===== config.mk =====
export PLATFORM = sky130hd
export DESIGN_NAME = evt_capture_top
export DESIGN_NICKNAME = d
export VERILOG_FILES = /design/src/rtl/evt_pkg.sv /design/src/rtl/evt_cfg_regs.sv /design/src/rtl/evt_edge_detect.sv /design/src/rtl/evt_pend_bank.sv /design/src/rtl/evt_irq_gen.sv /design/src/rtl/evt_capture_top.sv
export SDC_FILE = /design/constraint.sdc
export NUM_CORES = 1
export LEC_CHECK = 0
export BUFFER_PORTS_ARGS = -buffer_cell sky130_fd_sc_hd__buf_2
export CELL_PAD_IN_SITES_DETAIL_PLACEMENT = 0
export CELL_PAD_IN_SITES_GLOBAL_PLACEMENT = 2
export CORE_UTILIZATION = 25
export CTS_CLUSTER_SIZE = 25
export DETAILED_ROUTE_END_ITERATION = 8
export HOLD_SLACK_MARGIN = 0.08
export PLACE_DENSITY_LB_ADDON = 0.15
export RECOVER_POWER = 50
export SLEW_MARGIN = 20
export SYNTH_ARGS = -nofsm -noshare
export SYNTH_HDL_FRONTEND = slang
export SYNTH_SLANG_ARGS = --single-unit

===== constraint.sdc =====
create_clock -name clk -period 2.3 [get_ports clk]
set_input_delay 0.46 -clock clk [delete_from_list [all_inputs] [get_ports clk]]
set_output_delay 0.46 -clock clk [all_outputs]
set_load 0.01 [all_outputs]

===== src/rtl/evt_pkg.sv =====
package evt_pkg;
  localparam int SEL_W = 3;

  typedef enum logic [SEL_W-1:0] {
    SEL_POL = 3'd0,
    SEL_EN  = 3'd1,
    SEL_COS = 3'd2,
    SEL_CLR = 3'd3,
    SEL_IEN = 3'd4
  } evt_sel_e;
endpackage


===== src/rtl/evt_cfg_regs.sv =====
module evt_cfg_regs
  import evt_pkg::*;
#(
  parameter int NCH = 48
) (
  input  logic             clk,
  input  logic             rst,
  input  logic             wr_en,
  input  logic [SEL_W-1:0] wr_sel,
  input  logic [NCH-1:0]   wr_data,
  output logic [NCH-1:0]   pol_o,
  output logic [NCH-1:0]   en_o,
  output logic [NCH-1:0]   cos_o,
  output logic [NCH-1:0]   clr_o,
  output logic             ien_o
);
  logic [NCH-1:0] pol_q, en_q, cos_q;
  logic           ien_q;
  evt_sel_e       sel;

  assign sel = evt_sel_e'(wr_sel);

  always_ff @(posedge clk) begin
    if (rst) begin
      pol_q <= '0;
      en_q  <= '0;
      cos_q <= '0;
      ien_q <= 1'b0;
    end else if (wr_en) begin
      case (sel)
        SEL_POL: pol_q <= wr_data;
        SEL_EN:  en_q  <= wr_data;
        SEL_COS: cos_q <= wr_data;
        SEL_IEN: ien_q <= wr_data[0];
        default: ;
      endcase
    end
  end

  // clear is a pulse, applied in the same edge as the write
  assign clr_o = (wr_en && sel == SEL_CLR) ? wr_data : '0;
  assign pol_o = pol_q;
  assign en_o  = en_q;
  assign cos_o = cos_q;
  assign ien_o = ien_q;
endmodule


===== src/rtl/evt_edge_detect.sv =====
module evt_edge_detect #(
  parameter int NCH = 48
) (
  input  logic           clk,
  input  logic           rst,
  input  logic [NCH-1:0] din,
  input  logic [NCH-1:0] pol,
  input  logic [NCH-1:0] en,
  input  logic [NCH-1:0] cos,
  output logic [NCH-1:0] hit_o
);
  // previous level keeps tracking on every channel, enabled or not
  logic [NCH-1:0] prev_q;

  always_ff @(posedge clk) begin
    if (rst) prev_q <= '0;
    else     prev_q <= din;
  end

  for (genvar c = 0; c < NCH; c++) begin : g_ch
    logic rise, fall, sel_edge;
    assign rise     = din[c] & ~prev_q[c];
    assign fall     = ~din[c] & prev_q[c];
    assign sel_edge = cos[c] ? (rise | fall) : (pol[c] ? rise : fall);
    assign hit_o[c] = en[c] & sel_edge;
  end
endmodule


===== src/rtl/evt_pend_bank.sv =====
module evt_pend_bank #(
  parameter int NCH = 48
) (
  input  logic           clk,
  input  logic           rst,
  input  logic [NCH-1:0] hit,
  input  logic [NCH-1:0] clr,
  output logic [NCH-1:0] pend_o
);
  logic [NCH-1:0] pend_q;

  // set wins over clear in the same cycle
  always_ff @(posedge clk) begin
    if (rst) pend_q <= '0;
    else     pend_q <= (pend_q & ~clr) | hit;
  end

  assign pend_o = pend_q;


  clear_only_by_write_chk: assert property (@(posedge clk) disable iff (rst)
    1'b1 |=> ((~pend_q & $past(pend_q) & ~$past(clr)) == '0));


  hit_sets_flag_chk: assert property (@(posedge clk) disable iff (rst)
    1'b1 |=> (($past(hit) & ~pend_q) == '0));
endmodule


===== src/rtl/evt_irq_gen.sv =====
module evt_irq_gen #(
  parameter int NCH = 48
) (
  input  logic           clk,
  input  logic           rst,
  input  logic [NCH-1:0] pend,
  input  logic           ien,
  output logic           irq_o
);
  logic irq_q;

  always_ff @(posedge clk) begin
    if (rst) irq_q <= 1'b0;
    else     irq_q <= ien & (|pend);
  end

  assign irq_o = irq_q;


  irq_needs_enable_chk: assert property (@(posedge clk) disable iff (rst)
    irq_q |-> $past(ien));


  irq_needs_pending_chk: assert property (@(posedge clk) disable iff (rst)
    $past(pend == '0) |-> !irq_q);
endmodule


===== src/rtl/evt_capture_top.sv =====
module evt_capture_top
  import evt_pkg::*;
#(
  parameter int NCH = 48
) (
  input  logic             clk,
  input  logic             rst,
  input  logic [NCH-1:0]   din,
  input  logic             wr_en,
  input  logic [SEL_W-1:0] wr_sel,
  input  logic [NCH-1:0]   wr_data,
  output logic [NCH-1:0]   pend_o,
  output logic             irq_o
);
  logic [NCH-1:0] pol, en, cos, clr, hit, pend;
  logic           ien;

  evt_cfg_regs #(.NCH(NCH)) u_regs (
    .clk(clk), .rst(rst), .wr_en(wr_en), .wr_sel(wr_sel), .wr_data(wr_data),
    .pol_o(pol), .en_o(en), .cos_o(cos), .clr_o(clr), .ien_o(ien)
  );

  evt_edge_detect #(.NCH(NCH)) u_edge (
    .clk(clk), .rst(rst), .din(din), .pol(pol), .en(en), .cos(cos), .hit_o(hit)
  );

  evt_pend_bank #(.NCH(NCH)) u_pend (
    .clk(clk), .rst(rst), .hit(hit), .clr(clr), .pend_o(pend)
  );

  evt_irq_gen #(.NCH(NCH)) u_irq (
    .clk(clk), .rst(rst), .pend(pend), .ien(ien), .irq_o(irq_o)
  );

  assign pend_o = pend;


  disabled_no_set_chk: assert property (@(posedge clk) disable iff (rst)
    1'b1 |=> ((pend & ~$past(pend) & ~$past(en)) == '0));
endmodule


==> key figures, run 1 <==
STA
  – Setup TNS Final: 0 ns
  – Max Freq: 538 MHz
  – Final Setup Violations: 0
  – RSZ-0062 raised after global routing: no
  – Min Tclk post-route: 1.86 ns
  – Max-Slew Margin vs Limit: -9.61%
  – Fin. max-slew vios: 61
  – Max Clock Skew: 0.00885 ns
  – Worst Hold Slack: 0.150 ns
  – Slew @ Worst Pin: 1.64 ns
  – Fin crit share: 80.9%
  – Final hold viol count: 0

Setup path
  – WS Path Type: in -> reg
  – CP top delay family: buffers and inverters
  – Critical path peak fanout: 63
  – RR Endpoint: u_irq.irq_o
  – Endpoint type of the worst setup path: flip-flop
  – CP Cell Sequence: clkbuf_2 > clkbuf_2 > a21oi_1
  – Buffers & Inverters on Critical Path: 2
  – R2r worst-path depth: 3
  – Worst Setup EP: u_regs.en_o[7]
  – Worst R2R Setup Slack: 0.60 ns
  – Reg2Reg Launch Point: u_pend.pend_o[27]
  – Slowest cell on crit path: clkbuf_2
  – Crit path top cell by count: clkbuf_2
  – CP max stage delay: 1.16 ns
  – CP Launch Type: primary input
  – CP Data Required Time: 2.73 ns
  – Crit. Startpoint: rst
  – WP depth: 3
  – CP arrival: 2.29 ns

Outcome
  – Failing checks: capacitance limit, slew limit
  – Status: finished, violations left

Placement
  – IO Port Bufs: 150
  – Routability cong.: 0.723
  – HPWL after DPL: 20400 um

Synth
  – Synth Area in Simple Gates: 15.4%
  – Post-synthesis mux area share: 5.19%
  – Sequential share of the synthesized area: 45.6%
  – Syn Area/Cell: 8.22 sq um
  – Number of distinct library cells after synthesis: 26
  – Synth Area in Compound Gates: 14.8%
  – Synthesized Nets: 1489
  – Main combinational cell family by area after synthesis: simple AND/OR/NAND/NOR gates
  – Cell area after synthesis: 10600 sq um
  – Post-synthesis adder-cell area fraction: 11.3%
  – #FFs+latches synth: 242
  – Mapped Cells: 1291
  – Yosys warns: 0
  – Post-synthesis xor/xnor area fraction: 0%

Floorplan
  – Core Area: 41900 sq um
  – Die Area: 43300 sq um
  – Die W: 208 um
  – FP Rows: 75
  – Initial Util: 25.3%
  – I/O Pins: 151
  – Die extent in y: 208 um

Drt
  – Antenna-violating nets left: 0
  – Routed WL: 31700 um
  – Avg WL per Cell: 15.9 um
  – DRC viols: 0
  – Vias per Instance: 4.32
  – Initial DRC count: 341
  – Via count: 8630
  – DR pass1 iterations: 4

Min path
  – Hold WC Path Type: in -> reg
  – Min-delay src: din[5]
  – Worst hold stages: 3

Clocking
  – Worst-Skew Late Latency: 0.57 ns
  – CTS tree: yes
  – Clk slew on worst S/H paths: 0.06 ns
  – Hold-fix buffers, CTS: 0
  – Clk buf depth: 3
  – PostCTS Resize Cnt: 0
  – H-tree depth: 1
  – Number of CTS-inserted buffers: 30
  – Post CTS Setup Buffer Count: 0
  – Sinks on Clock Net: 242
  – CTS root buf: clkbuf_16

Global route
  – Pin count of the biggest net entering global routing: 64
  – First-pass GRT wire length: 49900 um
  – Congestion Overflow GR: 0
  – GRT Util Overall: 14.8%
  – Number of global-route vias before repair: 8573
  – Initial antenna violation count: 4

Finish
  – Layout fillers: 4469
  – Proportion of layout cells with a drive suffix above 1: 19.2%
  – Ant diodes: 0
  – Fin nets: 1631
  – Area growth syn-to-layout: 24.2%

Run
  – Total of max-cap violations: 1

Power
  – Worst IR Drop VDD: 0.626 mV
  – P_leak: 5.59 nW
  – Power Dens Cells: 772 nW/um^2
placed cells by master (no fill, tap or decap), types with 12 or more instances in the layout:
master	n
a21oi_1	192
buf_2	149
clkbuf_16	31
dfxtp_1	242
ha_1	96
inv_1	145
mux2_2	48
nand2_1	336
nor2_1	49
nor4_1	12
o211ai_1	48
o21ai_0	45
area by class of cell:
class | instances | area (sq um) | share of cell area [%]
Clock buffer | 40 | 880 | 6.67
Clock inverter | 16 | 205 | 1.56
Inverter | 145 | 544 | 4.13
Multi-Input combinational cell | 842 | 4990 | 37.9
Sequential cell | 242 | 4840 | 36.8
Tap cell | 539 | 674 | 5.12
Timing Repair Buffer | 172 | 1040 | 7.86
cells in the mapped netlist:
cell type,n,area (sq um)
ha_1,96,1200
buf_4,1,7.51
o21ai_0,45,225
clkbuf_2,1,5.00
nor4bb_1,1,10.0
and4bb_2,2,25.0
mux2i_1,1,10.0
nand4_1,3,18.8
nor4_1,12,75.1
mux2_2,48,541
o211ai_1,48,360
nor4b_2,1,15.0
nor2_1,49,184
o21ai_1,3,15.0
clkbuf_1,41,154
o311a_1,1,10.0
nand4bb_1,2,22.5
a21oi_1,192,961
dfxtp_1,242,4840
nand4b_1,1,8.76
buf_1,2,7.51
inv_1,145,544
nand2_1,336,1260
buf_6,2,22.5
buf_2,15,75.1
or4b_1,1,10.0
how the worst min path moves through the flow:
stage               slack (ns)           endpoint
CTS                       0.11  u_edge.prev_q[35]
finish                    0.15   u_edge.prev_q[5]
detailed placement        0.45    u_regs.en_o[34]
floorplan                 0.43        u_irq.irq_o
global placement          0.44    u_regs.en_o[34]
global route              0.14  u_edge.prev_q[37]
per-layer routing:
layer | track usage (%) | part of all wire, %
met1 | 20.4 | 50
met2 | 23.5 | 44
met3 | 2.94 | 3.9
met4 | 3.98 | 2.3
met5 | 0 | 0.17
worst reg2reg max path, stage by stage (launching register included):
cell and delay [ns]:
dfxtp_1 0.32, nor4_1 0.47, nand4_1 0.36, o311a_1 0.43
registers in the layout, indices dropped and copies added (netlist names):
name / count
u_edge.prev_q: 48
u_pend.pend_o: 48
u_regs.cos_o: 48
u_regs.en_o: 48
u_regs.pol_o: 48
u_irq.irq_o: 1
u_regs.ien_o: 1
metrics by stage:
step | area [sq um] | utilization [%] | total power, mW | worst slack [ns] | instances
final | 13200 | 31.4 | 10.2 | 0.440 | 1996
after global routing | 13200 | 31.4 | 10.7 | 0.256 | 1996
after CTS | 13200 | 31.5 | 10.4 | 0.497 | 1996
after detailed placement | 12100 | 28.9 | 5.13 | 0.373 | 1940
after global placement | 12100 | 28.9 | 5.12 | 0.376 | 1940
after floorplan | 10600 | - | 4.78 | 0.744 | 1291
cell families after synthesis:
logic type | Yosys count
multiplexers | 49
adder cells (fa/ha/maj) | 96
AO/OA/AOI/OAI | 289
AND/OR/NAND/NOR | 408
buffers and inverters | 207
flip-flops | 242
power breakdown:
group | switching, mW | internal [mW]
logic | 0.403 | 0.256
registers | 0.0598 | 4.30
clock network | 1.94 | 3.22
total | 2.40 | 7.78
No activity file was read; power rests on OpenSTA's default activity.
==> run 2: changes to the inputs <==
clock period = 1.75 ns   (was 2.3 ns; I/O delays follow)
==> run 2 against run 1 <==
Effect of this change:
- register-to-register slack lost 0.39 ns
- the flow now finishes without violations
- core utilization grew 2.3 points
- clock skew shrank 0.0031 ns
- clock power grew 26%
- sequential share of layout area shrank 2.5 points
- critical path depth shrank 1
- combinational power grew 58%
- final area grew 7.4%
- die area is the same
- via count grew 6.6%
==> key figures, run 2 (synthesized netlist as in run 1, its figures left out) <==
Global route
  – GRT Util Overall: 15.2% (was 14.8%)
  – Congestion Overflow GR: 0 (unchanged)
  – Initial antenna violation count: 2 (was 4)
  – Number of global-route vias before repair: 9131 (was 8573)
  – Pin count of the biggest net entering global routing: 49 (was 64)
  – Met2 Use GR: 25.1% (was 23.5%)
  – Met3 Track Usage GR: 2.49% (was 2.94%)
  – First-pass GRT wire length: 51900 um (was 49900 um)
  – GR Util met1: 20.8% (was 20.4%)
  – Top Usage Layer GRT: met2 (unchanged)

Clocking
  – Worst-Skew Late Latency: 0.57 ns (about the same)
  – CTS tree: yes (unchanged)
  – Hold-fix buffers, CTS: 96 (was 0)
  – H-tree depth: 1 (unchanged)
  – PostCTS Resize Cnt: 0 (unchanged)
  – Sinks on Clock Net: 242 (unchanged)
  – Clk slew on worst S/H paths: 0.06 ns (about the same)
  – Post CTS Setup Buffer Count: 0 (unchanged)
  – CTS root buf: clkbuf_16 (unchanged)
  – Number of CTS-inserted buffers: 31 (was 30)
  – Clk buf depth: 3 (unchanged)

STA
  – Max Freq: 648 MHz
  – Fin. max-slew vios: 0 (was 61)
  – Setup ws final: 0.207 ns (was 0.440 ns)
  – RSZ-0062 raised after global routing: no (unchanged)
  – Max-Slew Margin vs Limit: 47.3% (was -9.61%)
  – Fin crit share: 88.2%
  – Max Clock Skew: 0.00570 ns (was 0.00885 ns)
  – Setup TNS Final: 0 ns (unchanged)
  – Slew @ Worst Pin: 0.790 ns (was 1.64 ns)
  – Final hold viol count: 0 (unchanged)
  – Final Setup Violations: 0 (unchanged)
  – Min Tclk post-route: 1.54 ns

Finish
  – Layout fillers: 4495 (was 4469)
  – Proportion of layout cells with a drive suffix above 1: 15.0% (was 19.2%)
  – Fin nets: 1741 (was 1631)
  – Post-Layout Inst Area: 14200 sq um (was 13200 sq um)
  – Most frequent cells in the layout: 336 x nand2_1, 242 x dfxtp_1, 192 x a21oi_1 (unchanged)
  – Final Util: 33.8% (was 31.4%)
  – Non-Filler Instances: 2109 (was 1996)
  – Most common cell after layout, fill and taps aside: nand2_1 (unchanged)
  – Area growth syn-to-layout: 33.4% (was 24.2%)

Power
  – Worst IR Drop VDD: 0.646 mV (was 0.626 mV)
  – Power Dens Cells: 938 nW/um^2 (was 772 nW/um^2)
  – P_leak: 5.90 nW (was 5.59 nW)

Floorplan
  – I/O Pins: 151 (unchanged)
  – Core Area: 41900 sq um (unchanged)
  – FP Rows: 75 (unchanged)
  – Die W: 208 um (unchanged)
  – Initial Util: 25.3% (unchanged)
  – Die Area: 43300 sq um (unchanged)
  – Die extent in y: 208 um (unchanged)

Placement
  – HPWL after DPL: 21100 um (was 20400 um)
  – Placed inst area: 12300 sq um (was 12100 sq um)
  – IO Port Bufs: 150 (unchanged)
  – Setup WS pre-CTS: 0.0166 ns (was 0.373 ns)
  – Post-placement cell count: 1953 (was 1940)
  – Routability cong.: 0.699 (was 0.723)

Outcome
  – Status: finished clean (was finished, violations left)

Drt
  – Antenna-violating nets left: 0 (unchanged)
  – DR pass1 iterations: 4 (unchanged)
  – DRC viols: 0 (unchanged)
  – Via count: 9198 (was 8630)
  – Routed WL: 32700 um (was 31700 um)
  – Initial DRC count: 362 (was 341)
  – Avg WL per Cell: 15.5 um (was 15.9 um)
  – Vias per Instance: 4.36 (was 4.32)

Setup path
  – Endpoint type of the worst setup path: output port (was flip-flop)
  – CP Launch Type: flip-flop (was primary input)
  – CP top delay family: flip-flops (was buffers and inverters)
  – Crit. Startpoint: u_pend.pend_o[36] (was rst)
  – Slowest cell on crit path: dfxtp_1 (was clkbuf_2)
  – WS Path Type: reg -> out (was in -> reg)
  – Reg2Reg Launch Point: u_pend.pend_o[45] (was u_pend.pend_o[27])
  – CP arrival: 1.19 ns (was 2.29 ns)
  – CP max stage delay: 0.37 ns (was 1.16 ns)
  – Buffers & Inverters on Critical Path: 2 (unchanged)
  – CP Cell Sequence: buf_4 > buf_2 (was clkbuf_2 > clkbuf_2 > a21oi_1)
  – CP Data Required Time: 1.40 ns (was 2.73 ns)
  – Critical path peak fanout: 2 (was 63)

Min path
  – Min-delay src: rst (was din[5])
  – Hold WC Path Type: in -> reg (unchanged)

Run
  – Total of max-cap violations: 0 (was 1)
## run 2: changes by cell type in the layout (fill, tap and decap cells not counted), moves of 5 or more
cell | previous run | this run
buf_2 | 149 | 100
dlygate4sd3_1 | 0 | 96
clkinv_2 | 11 | 4
clkbuf_1 | 2 | 61
buf_4 | 10 | 16
clkbuf_8 | 7 | 12
## run 2: layout make-up
cell class / instances / area [sq um] / area share [%]
inverter: 145 / 544 / 3.84
clock inverter: 7 / 88.8 / 0.627
timing repair buffer: 281 / 2060 / 14.5
clock buffer: 51 / 961 / 6.79
multi-input combinational: 842 / 4980 / 35.2
sequential: 242 / 4840 / 34.2
tap: 539 / 674 / 4.76
antenna: 2 / 5.00 / 0.0353
## run 2: layer usage
metal / vias up / routed length, um / share of wire, %
met5: - / 0 / 0
met3: 42 / 1070 / 3.3
met2: 131 / 14800 / 45
met1: 4304 / 16100 / 49
li1: 4721 / - / -
met4: 0 / 641 / 2.0
## run 2: path summary, 6_finish.rpt
check | end | cells after the start | slack [ns]
setup / recovery | pend_o[36] | 2 | 0.21
hold / removal | u_edge.prev_q[25] | 2 | 0.18
setup reg to reg | u_irq.irq_o | 4 | 0.21
hold reg to reg | u_irq.irq_o | 1 | 0.45
## run 2: stage by stage
stage / hold slack [ns] / power (mW)
final: 0.183 / 13.3
after global routing: 0.172 / 14.0
after CTS: 0.154 / 13.6
after detailed placement: 0.449 / 6.77
after global placement: 0.443 / 6.76
after floorplan: 0.427 / 6.29
## run 2: report_power, final
part           leakage (nW)  internal (mW)  switching (mW)  total, mW
registers              1.97           5.65          0.0776       5.73
clock network         0.520           4.00            2.51       6.51
logic                  3.41          0.471           0.568       1.04
==> run 3: changes to the inputs <==
CAP_MARGIN = 20   (was default)
CORE_MARGIN = 4   (was default)
==> run 3 against run 2 <==
Effect of this change:
- hold slack got worse by 0.033 ns
- sequential power about the same
- clock skew increased by 0.0089 ns
- sequential share of layout area increased by 0.40 points
- clock power decreased by 8.1%
- combinational power about the same
- maximum frequency decreased by 5.0%
- final area decreased by 1.2%
- critical path depth unchanged
- clock-buffer cell count decreased by 3
- critical endpoint unchanged
- worst setup slack got worse by 0.081 ns
==> key figures, run 3 (synthesized netlist as in run 1, its figures left out) <==
Floorplan
  – Core Area: 41900 sq um (unchanged)
  – I/O Pins: 151 (unchanged)
  – Die W: 214 um (was 208 um)
  – Die Area: 45800 sq um (was 43300 sq um)
  – FP Rows: 75 (unchanged)
  – Initial Util: 25.3% (unchanged)
  – Die extent in y: 214 um (was 208 um)

Setup path
  – R2r worst-path depth: 4 (unchanged)
  – Reg2Reg Launch Point: u_pend.pend_o[46] (was u_pend.pend_o[45])
  – RR Endpoint: u_irq.irq_o (unchanged)
  – CP Data Required Time: 1.40 ns (about the same)
  – WS Path Type: reg -> out (unchanged)
  – Endpoint type of the worst setup path: output port (unchanged)
  – CP max stage delay: 0.41 ns (was 0.37 ns)
  – Slowest cell on crit path: dfxtp_1 (unchanged)
  – Worst Setup EP: pend_o[36] (unchanged)
  – WP depth: 2 (unchanged)
  – CP Launch Type: flip-flop (unchanged)
  – Buffers & Inverters on Critical Path: 2 (unchanged)
  – CP Cell Sequence: buf_4 > buf_2 (unchanged)
  – Crit. Startpoint: u_pend.pend_o[36] (unchanged)
  – CP top delay family: flip-flops (unchanged)
  – Critical path peak fanout: 2 (unchanged)
  – CP arrival: 1.27 ns (was 1.19 ns)
  – Worst R2R Setup Slack: 0.17 ns (was 0.21 ns)

STA
  – RSZ-0062 raised after global routing: no (unchanged)
  – Final hold viol count: 0 (unchanged)
  – Min Tclk post-route: 1.62 ns (was 1.54 ns)
  – Slew @ Worst Pin: 0.949 ns (was 0.790 ns)
  – Max-Slew Margin vs Limit: 36.7% (was 47.3%)
  – Fin. max-slew vios: 0 (unchanged)
  – Final Setup Violations: 0 (unchanged)
  – Max Clock Skew: 0.0146 ns (was 0.00570 ns)
  – Max Freq: 616 MHz (was 648 MHz)
  – Fin crit share: 92.8% (was 88.2%)

Drt
  – Antenna-violating nets left: 0 (unchanged)
  – DRC viols: 0 (unchanged)
  – Vias per Instance: 4.37 (was 4.36)
  – Avg WL per Cell: 15.6 um (was 15.5 um)
  – Via count: 9195 (was 9198)
  – Initial DRC count: 254 (was 362)
  – DR pass1 iterations: 4 (unchanged)
  – Routed WL: 32900 um (was 32700 um)

Finish
  – Most common cell after layout, fill and taps aside: nand2_1 (unchanged)
  – Proportion of layout cells with a drive suffix above 1: 14.9% (was 15.0%)
  – Non-Filler Instances: 2106 (was 2109)
  – Layout fillers: 4472 (was 4495)
  – Register area: 4840 sq um (unchanged)
  – Fin nets: 1739 (was 1741)
  – Final Util: 33.4% (was 33.8%)
  – Area growth syn-to-layout: 31.9% (was 33.4%)
  – Most frequent cells in the layout: 336 x nand2_1, 242 x dfxtp_1, 192 x a21oi_1 (unchanged)
  – Area of the multi-input gates: 4990 sq um (was 4980 sq um)

Clocking
  – Worst-Skew Late Latency: 0.57 ns (about the same)
  – H-tree depth: 1 (unchanged)
  – PostCTS Resize Cnt: 0 (unchanged)
  – Number of CTS-inserted buffers: 31 (unchanged)
  – CTS tree: yes (unchanged)
  – Clk buf depth: 3 (unchanged)
  – Sinks on Clock Net: 242 (unchanged)
  – CTS root buf: clkbuf_16 (unchanged)
  – Clk slew on worst S/H paths: 0.06 ns (about the same)

Run
  – Total of max-cap violations: 0 (unchanged)

Outcome
  – Status: finished clean (unchanged)

Placement
  – Post-placement cell count: 1951 (was 1953)
  – IO Port Bufs: 150 (unchanged)
  – HPWL after DPL: 21000 um (was 21100 um)
  – Routability cong.: 0.715 (was 0.699)

Power
  – P_leak: 5.83 nW (was 5.90 nW)
  – Power Dens Cells: 910 nW/um^2 (was 938 nW/um^2)
  – Worst IR Drop VDD: 0.694 mV (was 0.646 mV)

Global route
  – GRT Util Overall: 14.1% (was 15.2%)
  – Congestion Overflow GR: 0 (unchanged)
  – First-pass GRT wire length: 52300 um (was 51900 um)
  – Initial antenna violation count: 2 (unchanged)
  – Number of global-route vias before repair: 9384 (was 9131)
  – Pin count of the biggest net entering global routing: 60 (was 49)

Min path
  – Hold WC Path Type: in -> reg (unchanged)
## run 3: timing repair
item | in CTS | in global routing
hold buffers | 96 | 0
setup buffers | 0 | 0
endpoints found under the hold margin | 192 | 0
## run 3: per-stage QoR
stage                     TNS, ns  power, mW  hold WS, ns  worst slack (ns)  area, sq um
after global routing            0       13.4        0.124            0.0552        14000
after CTS                       0       13.1       0.0985            0.0754        14100
final                           0       12.7        0.150             0.126        14000
after detailed placement        0       6.76        0.446            0.0135        12200
after global placement    -0.0275       6.75        0.437           -0.0275        12200
after floorplan                 0       6.29        0.427             0.304        10600
## run 3: area by class of cell
type	instances	area share (%)
multi-input cells	842	35.7
inverters	145	3.89
clock inverters	9	0.393
repair buffers	279	14.2
diodes	2	0.0358
flip-flops and latches	242	34.6
well taps	539	4.82
clock buffers	48	6.36
## run 3: worst min path at each step
stage	from	depth (start not counted)	to
final	rst	2	u_regs.cos_o[29]
after global routing	rst	2	u_regs.cos_o[30]
after CTS	rst	2	u_regs.en_o[29]
after detailed placement	u_regs.ien_o	1	u_irq.irq_o
after global placement	u_regs.ien_o	1	u_irq.irq_o
after floorplan	u_regs.ien_o	1	u_irq.irq_o
## run 3: metal layers
metal	track usage, %	wire [um]	vias to the layer above
met5	0	0	-
met4	2.64	547	0
met3	2.73	1290	36
met2	23.2	14900	136
met1	19.3	16100	4312
li1	-	-	4711
## run 3: report_power, final
part           leakage (nW)  internal, mW  switching [mW]
registers              1.97          5.65          0.0780
logic                  3.40         0.462           0.566
clock network         0.465          3.48            2.50
